===== src/rtl/awc_pkg.sv =====
package awc_pkg;
  typedef enum logic [2:0] {
    ST_IDLE,
    ST_WAIT,
    ST_FETCH,
    ST_FETCH_WAIT,
    ST_EVICT,
    ST_EVICT_WAIT,
    ST_INSTALL
  } awc_state_e;
endpackage


===== src/rtl/awc_prio_open.sv =====
module awc_prio_open #(
  parameter int N = 2
) (
  input  logic [N-1:0] valid,
  output logic [N-1:0] open_mask
);
  logic seen;
  always_comb begin
    seen = 1'b0;
    for (int i = 0; i < N; i++) begin
      open_mask[i] = !seen;
      seen         = seen | valid[i];
    end
  end
endmodule


===== src/rtl/awc_lfsr.sv =====
module awc_lfsr #(
  parameter int         W    = 8,
  parameter logic [W-1:0] TAPS = 8'hB8,
  parameter logic [W-1:0] SEED = 1
) (
  input  logic         clk,
  input  logic         rst_n,
  output logic [W-1:0] q
);
  logic [W-1:0] q_d;
  always_comb q_d = q[0] ? ((q >> 1) ^ TAPS) : (q >> 1);
  always_ff @(posedge clk or negedge rst_n) begin
    if (!rst_n) q <= SEED;
    else        q <= q_d;
  end

  // victim source never locks up in the all-zero state
  a_r8_lfsr_alive: assert property (@(posedge clk) disable iff (!rst_n) q != '0);
endmodule


===== src/rtl/awc_store.sv =====
module awc_store #(
  parameter int NUM_LINES = 4,
  parameter int TAG_W     = 8,
  parameter int LINE_W    = 32,
  parameter int IDX_W     = (NUM_LINES > 1) ? $clog2(NUM_LINES) : 1
) (
  input  logic              clk,
  input  logic              rst_n,
  input  logic [TAG_W-1:0]  lk_tag,
  output logic              lk_hit,
  output logic [IDX_W-1:0]  lk_idx,
  output logic [LINE_W-1:0] lk_data,
  output logic              all_valid,
  output logic [IDX_W-1:0]  free_idx,
  input  logic [IDX_W-1:0]  rd_idx,
  output logic [TAG_W-1:0]  rd_tag,
  output logic [LINE_W-1:0] rd_data,
  input  logic              wr_en,
  input  logic [IDX_W-1:0]  wr_idx,
  input  logic [TAG_W-1:0]  wr_tag,
  input  logic [LINE_W-1:0] wr_data,
  input  logic              inv_en,
  input  logic [IDX_W-1:0]  inv_idx
);
  logic [NUM_LINES-1:0] valid_q, valid_d, match;
  logic [TAG_W-1:0]     tag_q  [NUM_LINES];
  logic [LINE_W-1:0]    data_q [NUM_LINES];

  always_comb begin
    valid_d = valid_q;
    if (wr_en)  valid_d[wr_idx]  = 1'b1;
    if (inv_en) valid_d[inv_idx] = 1'b0;
  end

  always_ff @(posedge clk or negedge rst_n) begin
    if (!rst_n) valid_q <= '0;
    else        valid_q <= valid_d;
  end

  always_ff @(posedge clk) begin
    if (wr_en) begin
      tag_q[wr_idx]  <= wr_tag;
      data_q[wr_idx] <= wr_data;
    end
  end

  for (genvar g = 0; g < NUM_LINES; g++) begin : g_cmp
    assign match[g] = valid_q[g] && (tag_q[g] == lk_tag);
  end

  always_comb begin
    lk_idx   = '0;
    free_idx = '0;
    for (int i = 0; i < NUM_LINES; i++)
      if (match[i]) lk_idx = IDX_W'(i);
    for (int i = NUM_LINES - 1; i >= 0; i--)
      if (!valid_q[i]) free_idx = IDX_W'(i);
  end

  assign lk_hit    = |match;
  assign lk_data   = data_q[lk_idx];
  assign all_valid = &valid_q;
  assign rd_tag    = tag_q[rd_idx];
  assign rd_data   = data_q[rd_idx];

  // a line address is resident in one slot at most
  a_r5_unique_line: assert property (@(posedge clk) disable iff (!rst_n) $onehot0(match));
  // only a resident line is ever released by eviction
  a_r8_evict_resident: assert property (@(posedge clk) disable iff (!rst_n)
    inv_en |-> valid_q[inv_idx]);
endmodule


===== src/rtl/assoc_wb_cache.sv =====
module assoc_wb_cache
  import awc_pkg::*;
#(
  parameter int NUM_REQ    = 2,
  parameter int LADDR_W    = 8,
  parameter int LINE_BYTES = 4,
  parameter int NUM_LINES  = 4,
  parameter int ACCESS_LAT = 2,
  parameter int CNT_W      = 16,
  parameter int LFSR_W     = 8
) (
  input  logic                             clk,
  input  logic                             rst_n,
  input  logic [NUM_REQ-1:0]               req_valid,
  output logic [NUM_REQ-1:0]               req_ready,
  input  logic [NUM_REQ-1:0]               req_write,
  input  logic [NUM_REQ*LADDR_W-1:0]       req_addr,
  input  logic [NUM_REQ*LINE_BYTES-1:0]    req_be,
  input  logic [NUM_REQ*LINE_BYTES*8-1:0]  req_wdata,
  output logic [NUM_REQ-1:0]               rsp_valid,
  output logic [LINE_BYTES*8-1:0]          rsp_data,
  output logic                             mem_req_valid,
  input  logic                             mem_req_ready,
  output logic                             mem_req_write,
  output logic [LADDR_W-1:0]               mem_req_addr,
  output logic [LINE_BYTES*8-1:0]          mem_req_data,
  input  logic                             mem_rsp_valid,
  input  logic [LINE_BYTES*8-1:0]          mem_rsp_data,
  output logic [CNT_W-1:0]                 hit_count,
  output logic [CNT_W-1:0]                 miss_count,
  output logic [CNT_W-1:0]                 miss_latency
);
  localparam int LINE_W = LINE_BYTES * 8;
  localparam int IDX_W  = (NUM_LINES > 1) ? $clog2(NUM_LINES) : 1;
  localparam int RID_W  = (NUM_REQ > 1) ? $clog2(NUM_REQ) : 1;
  localparam int LAT_W  = $clog2(ACCESS_LAT + 1);

  function automatic logic [LINE_W-1:0] merge_bytes(input logic [LINE_W-1:0] base,
                                                    input logic [LINE_W-1:0] wd,
                                                    input logic [LINE_BYTES-1:0] be);
    logic [LINE_W-1:0] r;
    r = base;
    for (int b = 0; b < LINE_BYTES; b++)
      if (be[b]) r[b*8 +: 8] = wd[b*8 +: 8];
    return r;
  endfunction

  awc_state_e          state_q, state_d;
  logic                idle, accept, lookup_now, rsp_fire, full_line;
  logic [NUM_REQ-1:0]  open_mask, take, rsp_valid_d;
  logic [RID_W-1:0]    sel_id, h_id;
  logic [LADDR_W-1:0]  sel_addr, h_tag;
  logic                sel_write, h_write;
  logic [LINE_BYTES-1:0] sel_be, h_be;
  logic [LINE_W-1:0]   sel_wdata, h_wdata, fill_q, upd_line, fill_line, rsp_line;
  logic [LAT_W-1:0]    wait_q, wait_d;
  logic [IDX_W-1:0]    vic_q, vic_pick;
  logic [LFSR_W-1:0]   lfsr_q;
  logic [CNT_W-1:0]    hit_q, miss_q, mlat_q, mlat_run_q, mlat_run_d;
  logic                lk_hit, all_valid, st_wr_en, st_inv_en;
  logic [IDX_W-1:0]    lk_idx, free_idx, st_wr_idx;
  logic [LINE_W-1:0]   lk_data, vic_data, st_wr_data;
  logic [LADDR_W-1:0]  vic_tag;

  awc_prio_open #(.N(NUM_REQ)) u_prio (.valid(req_valid), .open_mask(open_mask));

  awc_lfsr #(.W(LFSR_W)) u_lfsr (.clk(clk), .rst_n(rst_n), .q(lfsr_q));

  awc_store #(.NUM_LINES(NUM_LINES), .TAG_W(LADDR_W), .LINE_W(LINE_W), .IDX_W(IDX_W)) u_store (
    .clk(clk), .rst_n(rst_n),
    .lk_tag(h_tag), .lk_hit(lk_hit), .lk_idx(lk_idx), .lk_data(lk_data),
    .all_valid(all_valid), .free_idx(free_idx),
    .rd_idx(vic_q), .rd_tag(vic_tag), .rd_data(vic_data),
    .wr_en(st_wr_en), .wr_idx(st_wr_idx), .wr_tag(h_tag), .wr_data(st_wr_data),
    .inv_en(st_inv_en), .inv_idx(vic_q)
  );

  // request side
  assign idle      = (state_q == ST_IDLE);
  assign req_ready = idle ? open_mask : '0;
  assign take      = req_valid & req_ready;
  assign accept    = |take;

  always_comb begin
    sel_id = '0;
    for (int i = 0; i < NUM_REQ; i++)
      if (take[i]) sel_id = RID_W'(i);
    sel_addr  = req_addr[sel_id*LADDR_W +: LADDR_W];
    sel_write = req_write[sel_id];
    sel_be    = req_be[sel_id*LINE_BYTES +: LINE_BYTES];
    sel_wdata = req_wdata[sel_id*LINE_W +: LINE_W];
  end

  always_ff @(posedge clk) begin
    if (accept) begin
      h_id    <= sel_id;
      h_tag   <= sel_addr;
      h_write <= sel_write;
      h_be    <= sel_be;
      h_wdata <= sel_wdata;
    end
  end

  // datapath
  assign full_line  = &h_be;
  assign lookup_now = (state_q == ST_WAIT) && (wait_q == '0);
  assign upd_line   = h_write ? merge_bytes(lk_data, h_wdata, h_be) : lk_data;
  assign fill_line  = h_write ? merge_bytes(fill_q, h_wdata, h_be) : fill_q;
  assign rsp_fire   = (lookup_now && lk_hit) || (state_q == ST_INSTALL);
  assign rsp_line   = (state_q == ST_INSTALL) ? fill_line : upd_line;
  assign vic_pick   = IDX_W'(lfsr_q % NUM_LINES);

  assign st_wr_en   = (lookup_now && lk_hit && h_write) || (state_q == ST_INSTALL);
  assign st_wr_idx  = (state_q == ST_INSTALL) ? free_idx : lk_idx;
  assign st_wr_data = rsp_line;
  assign st_inv_en  = (state_q == ST_EVICT_WAIT) && mem_rsp_valid;

  // memory side
  assign mem_req_valid = (state_q == ST_FETCH) || (state_q == ST_EVICT);
  assign mem_req_write = (state_q == ST_EVICT) || (h_write && full_line);
  assign mem_req_addr  = (state_q == ST_EVICT) ? vic_tag : h_tag;
  assign mem_req_data  = (state_q == ST_EVICT) ? vic_data : h_wdata;

  // next state
  always_comb begin
    state_d    = state_q;
    wait_d     = wait_q;
    mlat_run_d = mlat_run_q;
    unique case (state_q)
      ST_IDLE: if (accept) begin
        state_d = ST_WAIT;
        wait_d  = LAT_W'(ACCESS_LAT - 1);
      end
      ST_WAIT: begin
        if (wait_q != '0)     wait_d = wait_q - 1'b1;
        else if (lk_hit)      state_d = ST_IDLE;
        else begin
          state_d    = ST_FETCH;
          mlat_run_d = '0;
        end
      end
      ST_FETCH: begin
        mlat_run_d = mlat_run_q + 1'b1;
        if (mem_req_ready) state_d = ST_FETCH_WAIT;
      end
      ST_FETCH_WAIT: begin
        mlat_run_d = mlat_run_q + 1'b1;
        if (mem_rsp_valid) state_d = all_valid ? ST_EVICT : ST_INSTALL;
      end
      ST_EVICT: begin
        mlat_run_d = mlat_run_q + 1'b1;
        if (mem_req_ready) state_d = ST_EVICT_WAIT;
      end
      ST_EVICT_WAIT: begin
        mlat_run_d = mlat_run_q + 1'b1;
        if (mem_rsp_valid) state_d = ST_INSTALL;
      end
      ST_INSTALL: state_d = ST_IDLE;
      default:    state_d = ST_IDLE;
    endcase
    rsp_valid_d = rsp_fire ? (NUM_REQ'(1) << h_id) : '0;
  end

  always_ff @(posedge clk or negedge rst_n) begin
    if (!rst_n) begin
      state_q    <= ST_IDLE;
      wait_q     <= '0;
      mlat_run_q <= '0;
      mlat_q     <= '0;
      hit_q      <= '0;
      miss_q     <= '0;
      rsp_valid  <= '0;
    end else begin
      state_q    <= state_d;
      wait_q     <= wait_d;
      mlat_run_q <= mlat_run_d;
      rsp_valid  <= rsp_valid_d;
      if (lookup_now && lk_hit)     hit_q  <= hit_q + 1'b1;
      if (lookup_now && !lk_hit)    miss_q <= miss_q + 1'b1;
      if (state_q == ST_INSTALL)    mlat_q <= mlat_run_q + 1'b1;
    end
  end

  always_ff @(posedge clk) begin
    if (rsp_fire) rsp_data <= rsp_line;
    if ((state_q == ST_FETCH_WAIT) && mem_rsp_valid) begin
      fill_q <= mem_rsp_data;
      if (all_valid) vic_q <= vic_pick;
    end
  end

  assign hit_count    = hit_q;
  assign miss_count   = miss_q;
  assign miss_latency = mlat_q;

  // an acceptance closes the door for the following cycle
  a_r1_one_in_flight: assert property (@(posedge clk) disable iff (!rst_n)
    |(req_valid & req_ready) |=> (req_ready == '0));
  // never two requesters taken together
  a_r1_single_take: assert property (@(posedge clk) disable iff (!rst_n)
    $onehot0(req_valid & req_ready));
  // a response addresses one requester only
  a_r2_onehot_rsp: assert property (@(posedge clk) disable iff (!rst_n) $onehot0(rsp_valid));
  // the cache is open again while its answer is on the bus
  a_r9_open_on_rsp: assert property (@(posedge clk) disable iff (!rst_n)
    (|rsp_valid) |-> req_ready[0]);
  // a stalled memory request holds still
  a_r4_mem_hold: assert property (@(posedge clk) disable iff (!rst_n)
    (mem_req_valid && !mem_req_ready) |=>
      (mem_req_valid && $stable(mem_req_addr) && $stable(mem_req_write)));
  // the replayed line is not already resident when installed
  a_r5_install_absent: assert property (@(posedge clk) disable iff (!rst_n)
    (state_q == ST_INSTALL) |-> !lk_hit);
  // a write-back is only issued when no slot is free
  a_r7_no_early_evict: assert property (@(posedge clk) disable iff (!rst_n)
    (mem_req_valid && mem_req_write && !(h_write && full_line)) |-> all_valid);
endmodule


===== config.mk =====
export PLATFORM = sky130hd
export DESIGN_NAME = assoc_wb_cache
export DESIGN_NICKNAME = d
export VERILOG_FILES = /design/src/rtl/awc_pkg.sv /design/src/rtl/awc_prio_open.sv /design/src/rtl/awc_lfsr.sv /design/src/rtl/awc_store.sv /design/src/rtl/assoc_wb_cache.sv
export SDC_FILE = /design/constraint.sdc
export NUM_CORES = 1
export LEC_CHECK = 0
export BUFFER_PORTS_ARGS = -buffer_cell sky130_fd_sc_hd__clkbuf_2
export CAP_MARGIN = 30
export CORE_MARGIN = 2
export CORE_UTILIZATION = 57
export DETAILED_ROUTE_END_ITERATION = 10
export PLACE_DENSITY = 0.79
export SLEW_MARGIN = 20
export SYNTH_ARGS = -nofsm -noshare
export SYNTH_HDL_FRONTEND = slang
export SYNTH_SLANG_ARGS = --single-unit

===== constraint.sdc =====
create_clock -name clk -period 6.6 [get_ports clk]
set_input_delay 0.66 -clock clk [delete_from_list [all_inputs] [get_ports clk]]
set_output_delay 0.66 -clock clk [all_outputs]
set_load 0.01 [all_outputs]

Yosys cells after proc, flatten, opt, wreduce, memory -nomap -nowiden:

Memory sizes are Yosys's and may differ from the RTL's. A register that Yosys moved wholly into a read port is not among the register bits.
Cells that the tools add are included.

* add/subtract/negate cells: 4
* multipliers: 0
* divide/modulo/power cells: 0
* $lt $le $gt $ge: 5
* equality and inequality tests: 18
* shifts and indexed selects: 4
* multiplexer cells: 52
* bitwise logic cells: 5
* reduce and logical (&&, ||, !) cells: 33

Operators with widths (number)
* 2-to-1 mux 32 bit: 4
* 2-to-1 mux 8 bit: 10
* indexed part select 64 x 7 -> 32 bit: 1
* adder 16 x 1 -> 16 bit, second input constant: 3
* == test 8 bit: 4
* 2-to-1 mux 16 bit: 2
* one-hot mux 16 bit (2 select lines): 1
* 2-to-1 mux 2 bit: 15
* 2-to-1 mux 3 bit: 6
* one-hot mux 3 bit (6 select lines): 1
* indexed part select 16 x 5 -> 8 bit: 1
* logical AND 1 bit: 13
* inequality test 2 bit, second input constant: 6
* == test 3 bit, second input constant: 3
* 2-to-1 mux 1 bit: 8
* 2-to-1 mux 4 bit: 2
* AND reduction 4 bit: 2
* OR reduction 4 bit: 2
* indexed part select 8 x 4 -> 4 bit: 1
* == test 3 x 2 -> 1 bit, second input constant: 2
* less-than comparator 2 x 3 -> 1 bit, second input constant: 2
* AND reduction 3 bit: 2
* AND reduction 6 bit: 1
* nonzero test 2 bit: 3
* 19 further kinds: 26

* bits in registers: 195
* bits in latches: 0
* memory bits (writable): 160
* memory bits (read-only): 0
* bits of input ports: 128
* output and inout bits: 126
* word-level logic and storage cells: 140
* memories: 2

Memories
* u_store.data_q: depth 4, width 32, rd ports 2, clocked after Yosys merged registers in 1, wr ports 1, RTL line awc_store.sv:27 `logic [LINE_W-1:0] data_q [NUM_LINES];`
* u_store.tag_q: depth 4, width 8, rd ports 5, clocked after Yosys merged registers in 1, wr ports 1, RTL line awc_store.sv:26 `logic [TAG_W-1:0] tag_q [NUM_LINES];`

Depth between registers and ports, before layout:

An unclocked memory read counts as a cell.

* word-level depth: 15
* gate-level depth with buffers: 10
* depth with buffers taken out: 7

Modules after synthesis:

From an unflattened synthesis, not the netlist that was laid out.

* cell total of the unflattened synthesis: 1203
* area, all modules: 16632.2 µm²

By module, submodules not included
* assoc_wb_cache: instances 1, cells an instance 680, area each 8700.8 µm², seq. area each 5139.9 µm²
* awc_store: instances 1, cells an instance 504, area each 7651.1 µm², seq. area each 4904.7 µm²
* awc_lfsr: instances 1, cells an instance 16, area each 265.3 µm², seq. area each 201.4 µm²
* awc_prio_open: instances 1, cells an instance 3, area each 15.0 µm², seq. area each 0.0 µm²

Worst setup path after synthesis:

No wires, ideal clock.

* path kind: register to register
* from: register h_tag[5]
* to: memory u_store.data_q[3][0], enable pin
* setup time: 0.500 ns
* arrival: 4.517 ns
* data required time: 6.100 ns
* setup slack: 1.583 ns
* cell stages (with the launch flop): 8
* path buffers: 2
* clock period less this slack: 5.017 ns
* cells stage by stage: edfxtp_1 > buf_4 > xnor2_1 > nand3_1 > nor3_1 > clkbuf_1 > a21oi_1 > a211oi_1

* longest elaborated chain between the ends: 8
* elaborated cells on any way between the ends: 18
* those cells by class: 4 x eq/ne; 6 x mux; 8 x reduce/logical

Ends and longest elaborated chain
* start: declaration: RTL line assoc_wb_cache.sv:52 `logic [LADDR_W-1:0] sel_addr, h_tag;`
* start signal: assignment: RTL line assoc_wb_cache.sv:97 `h_tag <= sel_addr;`
* == test 8 bit: RTL line awc_store.sv:48 `assign match[g] = valid_q[g] && (tag_q[g] == lk_tag);`
* logical AND 1 bit: RTL line awc_store.sv:48
* OR reduction 4 bit: RTL line awc_store.sv:60 `assign lk_hit = |match;`
* logical AND 1 bit (2 in a row): RTL line assoc_wb_cache.sv:113 `assign st_wr_en = (lookup_now && lk_hit && h_write) || (state_q == ST_INSTALL);`
* logical OR 1 bit: RTL line assoc_wb_cache.sv:113
* 2-to-1 mux 1 bit: RTL line awc_store.sv:41 `if (wr_en) begin`
* 2-to-1 mux 1 bit (implied by the code): RTL line awc_store.sv:43 `data_q[wr_idx] <= wr_data;`
* end: declaration: RTL line awc_store.sv:27

Parallel ways exist; a longest one is shown, timed or not.

Worst setup path after layout:

* from: register state_q[1]
* to: output port mem_req_data[9]

* longest elaborated chain between the ends: 2

Ends and longest elaborated chain
* start: declaration: RTL line assoc_wb_cache.sv:48 `awc_state_e state_q, state_d;`
* start signal: assignment: RTL line assoc_wb_cache.sv:174 `state_q <= state_d;`
* == test 3 bit: RTL line assoc_wb_cache.sv:122 `assign mem_req_data = (state_q == ST_EVICT) ? vic_data : h_wdata;`
* 2-to-1 mux 32 bit: RTL line assoc_wb_cache.sv:122
* end: declaration: RTL line assoc_wb_cache.sv:26 `output logic [LINE_BYTES*8-1:0] mem_req_data,`

No other way between the ends.

==> results.txt <==
Mean routed wirelength per cell: 21.1 µm
H-tree depth: 2
Vias/cell: 5.91
CP Data Arrival Time: 3.03 ns
Largest net degree at the start of global routing: 79
Crit Path Max Fanout: 25
Adder-cell share of the synthesized area: 0.312%
Primary FF master, synth: edfxtp_1
Yosys top cell by area: edfxtp_1
Inst Count DP: 1724
Post-CTS Setup Bufs: 0
Port bufs: 253
Seq/Total Area, Yosys: 64.1%
Share of cells above drive strength 1: 36.3%
Synth Area in Compound Gates: 7.37%
Die H: 172 µm
Total power: 6.34 mW
Cts hold-fix bufs: 0
Hold WC Path Type: primary input to async pin
Top-Level Pins: 254
Placer congestion estimate: 0.854
Setup CP Type: flip-flop to primary output
GRT Util Overall: 25.8%
Synth cell types: 54
Clk_lat worst skew: 0.55 ns
R2R Path End: rsp_data[16]
Area Growth Syn to Fin: 18.9%
CTS resizes: 0
Die X: 172 µm
Worst setup skew after layout: 0.0276 ns
Final wirelength: 37900 µm
Final Non-Filler Cells: 1795
Routed Antenna Nets: 0
Placement-stage cell area: 0.0177 mm²
Setup crit end: mem_req_data[9]
# clock sinks: 357
Final nets: 1521
Root Buffer Master: clkbuf_16
Mux contribution to synthesized area: 14.1%
Yosys top cell area share: 50.9%
Worst R2R Path Depth: 9
Syn. warnings: 0
Launch point of the worst reg-to-reg path: h_tag[0]
Largest family of logic cells by synthesized area: multiplexers
Maxcap violations: 0
Min cycle time layout: 3.69 ns
TritonCTS buffer count: 38
First DRT Iteration DRCs: 1166
Post-Synthesis Cells: 1141
DRC: 0
GR Overflow Total: 0
Clk slew on worst S/H paths: 0.06 ns
Fin crit share: 55.8%
Core area: 0.0278 mm²
Actual slew at the worst max-slew pin: 0.968 ns
Pleak: 7.23 nW
Post-Synth Simple-Gate Area: 7.62%
Crit path launch: state_q[1]
Final Max Slew Viols: 0
Initial cell density of the core: 57.8%
FP Rows: 61
EDFF count, synth: 272
Ys async rst share: 23.2%
Syn_nets: 1273
First-pass GRT wire length: 57800 µm
Setup slack, reg-to-reg: 3.24 ns
# setup viols final: 0
Setup Total Neg Slack: 0 ns
Crit end category: primary output
Cell area after layout: 0.0191 mm²
Vias: 10600
CTS tree: built
Peak VDD IR: 0.226 mV
Rel. slew slack: 35.3%
Fill cells: 1973
Antenna violations before repair: 1
Number of global-route vias before repair: 10500
Die area: 0.0295 mm²
Yosys reg bits: 357
Post-synthesis xor/xnor area fraction: 4.42%
Ranking of synthesized cells by area: edfxtp_1 51%, dfrtp_1 13%, mux2_2 8.3%, mux4_2 5.6%, xnor2_1 3.1%
ANT cells: 0
Power Density: 332 mW/mm²
Post-DP HPWL: 23900 µm
Mapped Area: 0.0161 mm²
Drt first pass iters: 5
Avg Synthesized Cell Area: 14.1 µm²
Status: finished clean
Worst setup SP type: flip-flop
Required time of the worst setup path: 5.94 ns
Fmax: 0.271 GHz
RSZ-0062 raised after global routing: no
CTS max path bufs: 3
Fin. Hold Viols: 0
-- cells in the mapped netlist (all sizes together), types with 2 or more instances --
cell	count
edfxtp	272
mux2	120
nand2	97
a21oi	90
dfrtp	82
nor2	58
o21ai	58
xnor2	56
mux4	40
clkbuf	36
a22oi	32
buf	28
nand3	28
xor2	25
nor3	21
and3	15
nand4	12
inv	11
o21a	8
a31oi	7
or3	5
ha	4
nor4	4
a211oi	3
and4	3
nand2b	3
nor2b	3
a21boi	2
a21o	2
dfxtp	2
nor3b	2
-- per-layer routing --
| layer | GRT usage [%] | share of wire (%) |
|---|---|---|
| met1 | 34.9 | 40 |
| met2 | 42.4 | 49 |
| met3 | 5.52 | 9.3 |
| met4 | 7.75 | 2.3 |
| met5 | 0 | 0 |
-- through the flow --
step,setup slack [ns],hold WS (ns),util (%)
after global routing,2.78,0.167,68.7
after detailed placement,2.79,0.337,63.8
after CTS,2.77,0.136,68.4
final,2.91,0.126,68.7
after global placement,2.92,0.337,63.8
after floorplan,1.58,0.331,-
-- critical path, stage by stage (launching register included) --
cell	delay (ns)
dfrtp_1	0.56
nand2b_1	0.32
nor2_4	0.54
buf_4	0.50
mux2_2	0.43
clkbuf_2	0.14
-- placed cells by master, fill, tap and decap left out, types with 16 or more instances in the layout --
cell type,netlist,layout
clkbuf_16,0,38
mux2_2,118,118
buf_4,9,16
xor2_1,25,25
clkbuf_2,0,252
a21oi_1,90,90
mux4_2,40,40
nand3_1,28,27
nand2_1,97,95
nor2_1,57,53
a22oi_1,32,32
nor3_1,19,18
dfrtp_1,82,82
o21ai_0,55,55
edfxtp_1,272,272
xnor2_1,56,56
-- power breakdown --
group | internal (mW) | total, mW | switching (mW)
registers | 2.80 | 2.98 | 0.175
clock network | 1.26 | 2.13 | 0.878
logic | 0.435 | 1.23 | 0.795
-- cell type report --
cell class | count | area [µm²] | share of cell area [%]
sequential | 357 | 10300 | 53.9
multi-input combinational | 709 | 5530 | 29.0
timing repair buffer | 272 | 1470 | 7.70
clock buffer | 47 | 1040 | 5.48
tap | 378 | 473 | 2.48
clock inverter | 21 | 230 | 1.21
inverter | 11 | 41.3 | 0.216
-- state kept, by name, indices dropped and copies added (netlist names), named ones only --
register and count:
rsp_data 32, miss_count 16, vic_q 2, miss_latency 16, rsp_valid 2, mlat_run_q 16, h_be 4, fill_q 32
wait_q 2, h_write 1, h_tag 8, u_store.valid_q 4, u_lfsr.q 8, u_store.tag_q 32, hit_count 16, h_wdata 32
state_q 3, h_id 1, u_store.data_q 128
-- cells by family (layout without fill, tap and decap cells) --
kind of cell / count (synthesis) / count (layout)
XOR/XNOR: 81 / 81
AND/OR/NAND/NOR: 256 / 256
buffers and inverters: 75 / 351
adder cells (fa/ha/maj): 4 / 4
AO/OA/AOI/OAI: 207 / 207
multiplexers: 161 / 161
flip-flops: 357 / 357
-- worst min path at each step --
stage / end / slack [ns] / cells past startpoint
after floorplan: u_lfsr.q[1] / 0.33 / 0
after global placement: u_lfsr.q[1] / 0.34 / 0
after detailed placement: u_lfsr.q[6] / 0.34 / 0
after CTS: u_lfsr.q[4] / 0.14 / 1
after global routing: miss_count[15] / 0.17 / 1
final: u_lfsr.q[4] / 0.13 / 1
Power figures use the tool's default switching activity.
